==> src/rtl/isa_irq_pkg.sv <==
package isa_irq_pkg;
  localparam int BYTE_W    = 8;
  localparam int NUM_BYTES = 3;
  localparam int IMG_W     = BYTE_W * NUM_BYTES;
  localparam int IDX_W     = $clog2(NUM_BYTES);
  localparam int GRP_W     = 16;

  // positions carrying a real source (byte0 bit4 and byte2 bits 7:3 reserved)
  localparam logic [IMG_W-1:0] IMPL_BITS = 24'h07_FF_EF;

  function automatic logic [IMG_W-1:0] pack_requests(input logic [GRP_W-1:0] grp,
                                                     input logic ide,
                                                     input logic sio);
    logic [IMG_W-1:0] img;
    img        = '0;
    img[3:0]   = grp[3:0];
    img[5]     = sio;
    img[6]     = ide;
    img[7]     = grp[4];
    img[10:8]  = grp[7:5];
    img[14:11] = grp[11:8];
    img[15]    = grp[12];
    img[18:16] = grp[15:13];
    return img;
  endfunction
endpackage

==> src/rtl/isa_irq_decode.sv <==
module isa_irq_decode
  import isa_irq_pkg::*;
#(
  parameter logic [2:0] HI_MATCH = 3'b101,
  parameter logic [2:0] LOW_BASE = 3'd4
) (
  input  logic [2:0]       sa,
  input  logic [2:0]       hi_sel,
  output logic             hit,
  output logic [IDX_W-1:0] idx
);
  localparam logic [2:0] SPAN = 3'(NUM_BYTES);

  logic [2:0] offset;

  always_comb begin
    offset = sa - LOW_BASE;
    hit    = (hi_sel == HI_MATCH) && (sa >= LOW_BASE) && (offset < SPAN);
    idx    = offset[IDX_W-1:0];
  end
endmodule

==> src/rtl/isa_irq_wrcap.sv <==
module isa_irq_wrcap
  import isa_irq_pkg::*;
(
  input  logic              clk,
  input  logic              rst_n,
  input  logic              iow_n,
  input  logic              hit,
  input  logic [IDX_W-1:0]  idx,
  input  logic [BYTE_W-1:0] data_i,
  output logic [IMG_W-1:0]  mask_o
);
  logic              iow_q, iow_d;
  logic              hold_hit_q, hold_hit_d;
  logic [IDX_W-1:0]  hold_idx_q, hold_idx_d;
  logic [BYTE_W-1:0] hold_dat_q, hold_dat_d;
  logic              strobe_lo;
  logic              commit;

  always_comb begin
    strobe_lo  = ~iow_n;
    commit     = ~iow_q & iow_n & hold_hit_q;
    iow_d      = iow_n;
    hold_hit_d = strobe_lo ? hit    : hold_hit_q;
    hold_idx_d = strobe_lo ? idx    : hold_idx_q;
    hold_dat_d = strobe_lo ? data_i : hold_dat_q;
  end

  always_ff @(posedge clk or negedge rst_n) begin
    if (!rst_n) begin
      iow_q      <= 1'b1;
      hold_hit_q <= 1'b0;
      hold_idx_q <= '0;
      hold_dat_q <= '0;
    end else begin
      iow_q      <= iow_d;
      hold_hit_q <= hold_hit_d;
      hold_idx_q <= hold_idx_d;
      hold_dat_q <= hold_dat_d;
    end
  end

  for (genvar b = 0; b < NUM_BYTES; b++) begin : g_mask
    localparam logic [BYTE_W-1:0] IMPL_B = IMPL_BITS[b*BYTE_W +: BYTE_W];
    logic [BYTE_W-1:0] mask_q, mask_d;
    logic              load_en;

    always_comb begin
      load_en = commit && (hold_idx_q == IDX_W'(b));
      // reserved positions are pinned disabled
      mask_d  = load_en ? ((hold_dat_q & IMPL_B) | ~IMPL_B) : mask_q;
    end

    always_ff @(posedge clk or negedge rst_n) begin
      if (!rst_n) mask_q <= '1;
      else        mask_q <= mask_d;
    end

    assign mask_o[b*BYTE_W +: BYTE_W] = mask_q;
  end
endmodule

==> src/rtl/isa_irq_rdmux.sv <==
module isa_irq_rdmux
  import isa_irq_pkg::*;
(
  input  logic [IMG_W-1:0]  img,
  input  logic              hit,
  input  logic [IDX_W-1:0]  idx,
  input  logic              ior_n,
  output logic [BYTE_W-1:0] data_o,
  output logic              data_oe
);
  logic [BYTE_W-1:0] bytes [NUM_BYTES];

  for (genvar b = 0; b < NUM_BYTES; b++) begin : g_byte
    assign bytes[b] = img[b*BYTE_W +: BYTE_W];
  end

  always_comb begin
    data_oe = hit & ~ior_n;
    data_o  = '0;
    for (int b = 0; b < NUM_BYTES; b++) begin
      if (data_oe && idx == IDX_W'(b)) data_o = bytes[b];
    end
  end
endmodule

==> src/rtl/isa_irq_mask_ctl.sv <==
module isa_irq_mask_ctl
  import isa_irq_pkg::*;
#(
  parameter logic [2:0] HI_MATCH = 3'b101,
  parameter logic [2:0] LOW_BASE = 3'd4
) (
  input  logic              clk,
  input  logic              rst_n,
  input  logic [2:0]        sa,
  input  logic [2:0]        hi_sel,
  input  logic              ior_n,
  input  logic              iow_n,
  input  logic [BYTE_W-1:0] data_i,
  output logic [BYTE_W-1:0] data_o,
  output logic              data_oe,
  input  logic [GRP_W-1:0]  req_grp,
  input  logic              req_ide,
  input  logic              req_sio,
  output logic              irq_o
);
  logic [1:0]       rsync_q, rsync_d;
  logic             rst_int_n;
  logic             hit;
  logic [IDX_W-1:0] idx;
  logic [IMG_W-1:0] img;
  logic [IMG_W-1:0] mask;
  logic             irq_q, irq_d;

  // reset asserts at once and releases two clocks later
  always_comb rsync_d = {rsync_q[0], 1'b1};

  always_ff @(posedge clk or negedge rst_n) begin
    if (!rst_n) rsync_q <= '0;
    else        rsync_q <= rsync_d;
  end

  assign rst_int_n = rsync_q[1];

  isa_irq_decode #(.HI_MATCH(HI_MATCH), .LOW_BASE(LOW_BASE)) dec_i (
    .sa(sa), .hi_sel(hi_sel), .hit(hit), .idx(idx)
  );

  assign img = pack_requests(req_grp, req_ide, req_sio);

  isa_irq_wrcap wr_i (
    .clk(clk), .rst_n(rst_int_n), .iow_n(iow_n), .hit(hit), .idx(idx),
    .data_i(data_i), .mask_o(mask)
  );

  isa_irq_rdmux rd_i (
    .img(img), .hit(hit), .idx(idx), .ior_n(ior_n),
    .data_o(data_o), .data_oe(data_oe)
  );

  always_comb irq_d = |(img & ~mask & IMPL_BITS);

  always_ff @(posedge clk or negedge rst_int_n) begin
    if (!rst_int_n) irq_q <= 1'b0;
    else            irq_q <= irq_d;
  end

  assign irq_o = irq_q;
endmodule

==> config.mk <==
export PLATFORM = sky130hd
export DESIGN_NAME = isa_irq_mask_ctl
export DESIGN_NICKNAME = d
export VERILOG_FILES = /design/src/rtl/isa_irq_pkg.sv /design/src/rtl/isa_irq_decode.sv /design/src/rtl/isa_irq_wrcap.sv /design/src/rtl/isa_irq_rdmux.sv /design/src/rtl/isa_irq_mask_ctl.sv
export SDC_FILE = /design/constraint.sdc
export NUM_CORES = 1
export LEC_CHECK = 0
export BUFFER_PORTS_ARGS = -buffer_cell sky130_fd_sc_hd__buf_2
export CORE_UTILIZATION = 48
export CTS_CLUSTER_DIAMETER = 60
export DETAILED_ROUTE_END_ITERATION = 8
export PLACE_DENSITY = 0.8
export RECOVER_POWER = 50
export SYNTH_ARGS = -nofsm -noshare
export SYNTH_HDL_FRONTEND = slang
export SYNTH_HIERARCHICAL = 1
export SYNTH_SLANG_ARGS = --single-unit
==> constraint.sdc <==
create_clock -name clk -period 0.9 [get_ports clk]
set_clock_uncertainty 0.05 [all_clocks]
set_input_delay 0.135 -clock clk [delete_from_list [all_inputs] [get_ports clk]]
set_output_delay 0.135 -clock clk [all_outputs]
set_load 0.05 [all_outputs]
==> results.env, run 1 <==
DRIVE_ABOVE_1_SHARE=0.7273
POST_SYNTH_INST_COUNT=138
TRITONCTS_CLOCK_TREE='done'
CRITPATHARRIVALTIME_NS=1.57
WORSTSETUPPATHTYPE='register to register'
MAXCAPVIOLATIONS=0
REGAREA_UM2=853.3
POWER.DENSITY_CELL_AREA_nW_PER_UM2=1457
GRT_START_MAX_NET_PINS=23
FINAL_CELL_AREA_UM2=2674
WHS_NS=0.02622
CLOCKROOTBUFFER='sky130_fd_sc_hd__clkbuf_8'
BUFFER_PORTS.INSERTED=45
MULTI_INPUT_COMB_AREA_UM2=1040
CRIT_PATH_START_KIND='register'
ROUTE.DETAILED.DRC=0
LEAKAGE_nW=1.158
VIAS=1338
TIMING.FINAL.CRIT_PERIOD_NS=1.503
FINAL_CELL_MIX='sky130_fd_sc_hd__buf_2, sky130_fd_sc_hd__dfstp_2, sky130_fd_sc_hd__mux2_4'
WORSTPATHMAXFANOUT=2
SYNTHESIS.YOSYS.WARNINGS=6
DETAILEDPLACE.WORSTSLACK_NS=-0.6084
POST-ROUTE-PERIOD-UTIL=1.669
MAXSLEWVIOLCOUNT=0
TIMING.FINAL.SETUP_VIOLATIONS=40
FP.COREAREA_UM2=3468
NUMCTSBUFFERS=5
DR_WL_MET2_UM=2409
ANTENNADIODECOUNT=0
AREA_GROWTH_SYN_TO_LAYOUT_PCT=47.99
FAILED_CHECKS='setup timing'
ROUTED_WL_UM=4532
FINISH.NET_COUNT=244
PLACE_HPWL_UM=2997
DETAIL_ROUTE_ANTENNA_NETS=0
DRTITER0DRC=35
CLOCK_SINK_COUNT=33
REPORT.FINAL.HOLD_VIOL_COUNT=0
GRT_SETUP_UNREPAIRED='yes'
SLEW_HEADROOM=0.5426
GRT_ANTENNA_BEFORE_REPAIR=0
M1WIRELENGTH_UM=1742
FINALCOREUTILIZATION=0.7709
CTS.CLK_SLEW.WORST_PATHS_NS=0.07
LAYOUT_COMMONEST_CELL='sky130_fd_sc_hd__buf_2'
DESIGN.DIE.AREA_UM2=4013
HIGHEST_LAYER='met4'
FIRST_PASS_ITERS=4
DIEHEIGHT_UM=63.35
INITIAL_UTILIZATION=0.5209
FINAL_CELL_COUNT_NO_FILL=255
TIMING.CRITICAL_PATH.TO_TYPE='register'
VIAS_PER_CELL=5.247
RESULT_OF_THE_RUN='complete, but fails checks'
DPL-INSTANCE-AREA_UM2=2342
NUMBER_OF_GLOBAL_ROUTE_VIAS_BEFORE_REPAIR=1496
DP_CELLS=243
GRT_FIRST_PASS_WIRELENGTH_UM=7093
CLOCK.FMAX_MHz=665.5
CTS-HTREE-LEVELS=2
CLOCK_LATENCY_OF_THE_LATER_CLOCKED_REGISTER_IN_THE_WORST_SKEW_PAIR_NS=0.29
DIE_W_UM=63.35
AVGSYNTHCELLAREA_UM2=13.09
REQUIRED_TIME_AT_THE_WORST_SLACK_ENDPOINT_NS=0.96
SYN_STD_CELL_AREA_UM2=1807
CLK_PATH_BUF_DEPTH=2
GRT_USE_TOTAL=0.2340
MET3_LENGTH_UM=223
ROWS=21
FILLER_CELL_COUNT=211
RRSETUPSLACK_NS=-0.60
PEAKVDDDROP_uV=1167
DETAIL_ROUTE.WL_PER_CELL_UM=17.77
GPL.FINAL_WEIGHTED_CONGESTION=0.8552
FINAL.SETUP.WORST_SLACK_NS=-0.6025
IO-PIN-COUNT=46
HOLD_CLASS='input port to register'
TIGHTEST_SLEW_NS=0.6860
GRT_OVERFLOW_TOTAL=0
## timing repair
action,in CTS,in global routing
setup endpoints to repair,29,31
gates cloned,1,0
gates resized for setup,33,12
hold buffers,1,0
pin swaps,3,4
setup buffers,0,2
hold endpoints to repair,2,0
## where the power goes
group | total [mW] | internal, mW | switching, mW
logic | 0.675 | 0.376 | 0.300
clock network | 1.43 | 0.902 | 0.527
registers | 1.79 | 1.68 | 0.115
## final timing paths
kind | start | to | cells past startpoint
hold / removal | data_i[3] | wr_i/hold_dat_q[3]$_DFFE_PN0N_ | 2
min in group asynchronous | rsync_q[1]$_DFF_PN0_ | wr_i/hold_dat_q[3]$_DFFE_PN0N_ | 0
max in group asynchronous | rsync_q[1]$_DFF_PN0_ | wr_i/g_mask[0].mask_q[1]$_DFFE_PN1P_ | 1
setup reg to reg | wr_i/g_mask[0].mask_q[2]$_DFFE_PN1P_ | irq_o$_DFF_PN0_ | 4
hold reg to reg | rsync_q[1]$_DFF_PN0_ | wr_i/hold_dat_q[3]$_DFFE_PN0N_ | 0
setup / recovery | wr_i/g_mask[0].mask_q[2]$_DFFE_PN1P_ | irq_o$_DFF_PN0_ | 4
## state kept, by name (all words and copies together) (netlist names)
signal              count
rsync_q                 2
irq_o                   1
wr_i/hold_dat_q         8
wr_i/hold_hit_q         1
wr_i/hold_idx_q         2
wr_i/iow_q              1
wr_i/g_mask.mask_q     18
## metrics by stage
stage	power [mW]	setup TNS (ns)
CTS	3.867	-13.71
finish	3.897	-15.62
global route	4.057	-17.58
detailed placement	2.394	-14.86
global placement	2.354	-13.96
floorplan	2.154	-11.85
## worst max-delay path, cell delays in order, from the launching register on
cell	delay [ns]
sky130_fd_sc_hd__dfstp_2	0.54
sky130_fd_sc_hd__nand2b_1	0.16
sky130_fd_sc_hd__o2111ai_4	0.12
sky130_fd_sc_hd__nor4_4	0.27
sky130_fd_sc_hd__o2111ai_1	0.20
## area by class of cell
| cell class | count | share of cell area |
|---|---|---|
| well taps | 46 | 0.02153 |
| repair buffers | 66 | 0.2092 |
| flip-flops and latches | 33 | 0.3191 |
| multi-input cells | 90 | 0.3889 |
| clock inverters | 1 | 0.01123 |
| clock buffers | 7 | 0.03229 |
| inverters | 12 | 0.01778 |
## layer usage
| metal | global-route usage | vias to the layer above |
|---|---|---|
| met3 | 0.05616 | 16 |
| met5 | 0 | - |
| met1 | 0.2733 | 657 |
| li1 | - | 608 |
| met4 | 0.09943 | 0 |
| met2 | 0.4056 | 57 |
No activity file was read; power rests on OpenSTA's default activity.
==> inputs of run 2 (changes only) <==
--- a/config.mk
+++ b/config.mk
@@ -9,8 +9,10 @@
 export CORE_UTILIZATION = 48
 export CTS_CLUSTER_DIAMETER = 60
 export DETAILED_ROUTE_END_ITERATION = 8
+export MAX_ROUTING_LAYER = met4
 export PLACE_DENSITY = 0.8
 export RECOVER_POWER = 50
+export SETUP_SLACK_MARGIN = 0.05
 export SYNTH_ARGS = -nofsm -noshare
 export SYNTH_HDL_FRONTEND = slang
 export SYNTH_HIERARCHICAL = 1
==> run 2 against run 1 <==
  * The run still ends with setup timing left
  * Register-to-register slack improved by 0.10 ns
  * Combinational power grew 3%
  * Core utilization rose by 0.69 points
  * Non-clock buffer count did not move
  * Sequential power barely moved
  * Critical path type is now input port to output pin
  * Highest routed layer unchanged
==> results.env, run 2 (same netlist as run 1, synthesis figures left out) <==
CLOCK_SINK_COUNT=33
TRITONCTS_CLOCK_TREE='done'
CRIT-REG2REG-CAPTURE='wr_i/g_mask[0].mask_q[3]$_DFFE_PN1P_'
TIMING.HOLD.WORST_ENDPOINT='wr_i/hold_dat_q[3]$_DFFE_PN0N_'
ROWS=21
CLOCKROOTBUFFER='sky130_fd_sc_hd__clkbuf_8'
HOLD_PATH_STARTPOINT='data_i[3]'
FINAL_CELL_MIX='sky130_fd_sc_hd__buf_2, sky130_fd_sc_hd__mux2_4, sky130_fd_sc_hd__dfstp_2'
CRITICAL_PATH.SLOWEST_CELL='sky130_fd_sc_hd__a21oi_2'
AREA_GROWTH_SYN_TO_LAYOUT_PCT=49.31
INITIAL_UTILIZATION=0.5209
HOLD-PATH-CELL-COUNT=2
CRIT_PATH_START_KIND='input port'
VIAS_PER_CELL=5.306
PEAKVDDDROP_uV=1162
R2R_CELLS=4
REQUIRED_TIME_AT_THE_WORST_SLACK_ENDPOINT_NS=0.71
FP.COREAREA_UM2=3468
NUMCTSBUFFERS=5
ROUTE.DETAILED.DRC=0
LARGEST_REGISTER='wr_i/g_mask.mask_q'
DETAIL_ROUTE_ANTENNA_NETS=0
VIAS=1353
FIN_TNS_SETUP_NS=-13.53
REPORT.FINAL.HOLD_VIOL_COUNT=0
CTS.CLK_SLEW.WORST_PATHS_NS=0.07
LARGEST_REGISTER_FF_COUNT=18
GRT_USE_TOTAL=0.2435
WORSTSETUPPATHTYPE='input port to output pin'
CRITPATHARRIVALTIME_NS=1.24
CLK_PATH_BUF_DEPTH=2
WORSTPATHMAXFANOUT=5
BIGGEST_REGISTERS_AFTER_LAYOUT='wr_i/g_mask.mask_q: 18 flops, wr_i/hold_dat_q: 8 flops'
P_SWITCHING_uW=961.2
RESULT_OF_THE_RUN='complete, but fails checks'
GRT_OVERFLOW_TOTAL=0
PATH_CELLS='buf_6 -> nand4b_1 -> a21oi_2 -> nand2b_4 -> buf_12 -> a211oi_4 -> buf_6'
SEQUENTIALPOWERSHARE=0.456
NUMBER_OF_GLOBAL_ROUTE_VIAS_BEFORE_REPAIR=1510
TIMING.FINAL.CRIT_PERIOD_NS=1.423
FINISH.NET_COUNT=244
BUFFER_PORTS.INSERTED=45
DRTITER0DRC=56
FIRST_PASS_ITERS=4
DIEHEIGHT_UM=63.35
DRIVE_ABOVE_1_SHARE=0.7321
FINAL.SETUP.WORST_SLACK_NS=-0.5225
DESIGN.DIE.AREA_UM2=4013
TIMING.FINAL.SETUP_VIOLATIONS=29
GRT_ANTENNA_BEFORE_REPAIR=0
LAYOUT_COMMONEST_CELL='sky130_fd_sc_hd__buf_2'
TIMING.CRITICAL_PATH.TO_TYPE='output pin'
GRT_FIRST_PASS_WIRELENGTH_UM=7155
POST-ROUTE-PERIOD-UTIL=1.581
REG2REG_FROM='wr_i/iow_q$_DFF_PN1_'
PATH_COMMON_CELL='sky130_fd_sc_hd__buf_6'
PORTION_OF_TOTAL_POWER_ATTRIBUTED_TO_THE_CLOCK_NETWORK=0.368
GRT_SETUP_UNREPAIRED='yes'
POWER.DENSITY_CELL_AREA_nW_PER_UM2=1458
GPL.FINAL_WEIGHTED_CONGESTION=0.8689
DETAILEDPLACE.WORSTSLACK_NS=-0.6084
CTS-HTREE-LEVELS=2
CLOCK.FMAX_MHz=703.0
RRSETUPSLACK_NS=-0.50
TIMING.CRITICAL_PATH.SLOWEST_CELL_DELAY_NS=0.19
IO-PIN-COUNT=46
ANTENNADIODECOUNT=0
MAXSLEWVIOLCOUNT=0
DETAIL_ROUTE.WL_PER_CELL_UM=17.53
CLOCK_LATENCY_OF_THE_LATER_CLOCKED_REGISTER_IN_THE_WORST_SKEW_PAIR_NS=0.29
PLACE_HPWL_UM=2997
DIE_W_UM=63.35
COMBINATIONAL_SHARE_OF_POWER=0.176
INTERNAL-POWER_mW=2.972
HOLD_CLASS='input port to register'
GRT_START_MAX_NET_PINS=23
MAXCAPVIOLATIONS=0
FAILED_CHECKS='setup timing'
LEAKAGE_nW=1.187
P_SW_FRAC=0.2444
FILLER_CELL_COUNT=213
ROUTED_WL_UM=4471
POWER_mW=3.933
==> run 2: cell count changes in the layout (fill, tap and decap cells not counted) <==
cell,delta
sky130_fd_sc_hd__clkbuf_2,+1
sky130_fd_sc_hd__mux2_2,-6
sky130_fd_sc_hd__clkbuf_1,-1
sky130_fd_sc_hd__mux2_4,+6
==> run 2: area by class of cell <==
type | count | area (µm²) | area share
Multi-Input combinational cell | 90 | 1062 | 0.3938
Sequential cell | 33 | 853.3 | 0.3163
Timing Repair Buffer | 66 | 560.5 | 0.2078
Clock buffer | 7 | 86.33 | 0.03200
Tap cell | 46 | 57.56 | 0.02134
Inverter | 12 | 47.55 | 0.01763
Clock inverter | 1 | 30.03 | 0.01113
==> run 2: worst max-delay path, delay by kind of cell <==
kind	cells	cell delay, ns
AO/OA/AOI/OAI	2	0.37
buffers and inverters	3	0.44
AND/OR/NAND/NOR	2	0.30
==> run 2: what timing repair did <==
action / CTS / global route
setup endpoints to repair: 32 / 37
gates cloned: 1 / 0
setup buffers: 0 / 2
resized for setup: 37 / 14
hold buffers: 1 / 0
pin swaps: 3 / 4
endpoints found under the hold margin: 2 / 0
==> run 2: routing by layer <==
metal,track usage,wire (µm),vias up
met5,-,0,-
met4,0.09943,133,0
met3,0.05616,221,14
met2,0.4096,2315,60
met1,0.2780,1800,667
li1,-,-,612
==> run 2: per-stage QoR <==
| stage | cells | utilization | area (µm²) | hold slack, ns |
|---|---|---|---|---|
| after floorplan | 143 | - | 1929 | -0.2106 |
| after global placement | 243 | 0.6753 | 2342 | -0.1301 |
| after detailed placement | 243 | 0.6753 | 2342 | -0.1293 |
| after CTS | 253 | 0.7540 | 2615 | 0.02462 |
| after global routing | 255 | 0.7778 | 2698 | 0.02741 |
| final | 255 | 0.7778 | 2698 | 0.02348 |
==> run 2: worst max path at each step <==
stage                     cells after the start              end  slack (ns)                                 start
final                                         7        data_o[0]       -0.52                             hi_sel[1]
after global routing                          4  irq_o$_DFF_PN0_       -0.58  wr_i/g_mask[0].mask_q[2]$_DFFE_PN1P_
after CTS                                     7        data_o[1]       -0.52                             hi_sel[1]
after detailed placement                      7        data_o[5]       -0.61                             hi_sel[1]
after global placement                        7        data_o[5]       -0.55                             hi_sel[1]
after floorplan                               5        data_o[5]       -0.47                             hi_sel[1]
==> run 2: power by group through the flow <==
stage | combinational, mW | clock, mW | sequential [mW]
finish | 0.693 | 1.45 | 1.79
global route | 0.740 | 1.52 | 1.81
CTS | 0.641 | 1.45 | 1.78
detailed placement | 0.592 | 0 | 1.80
global placement | 0.566 | 0 | 1.79
floorplan | 0.378 | 0 | 1.78
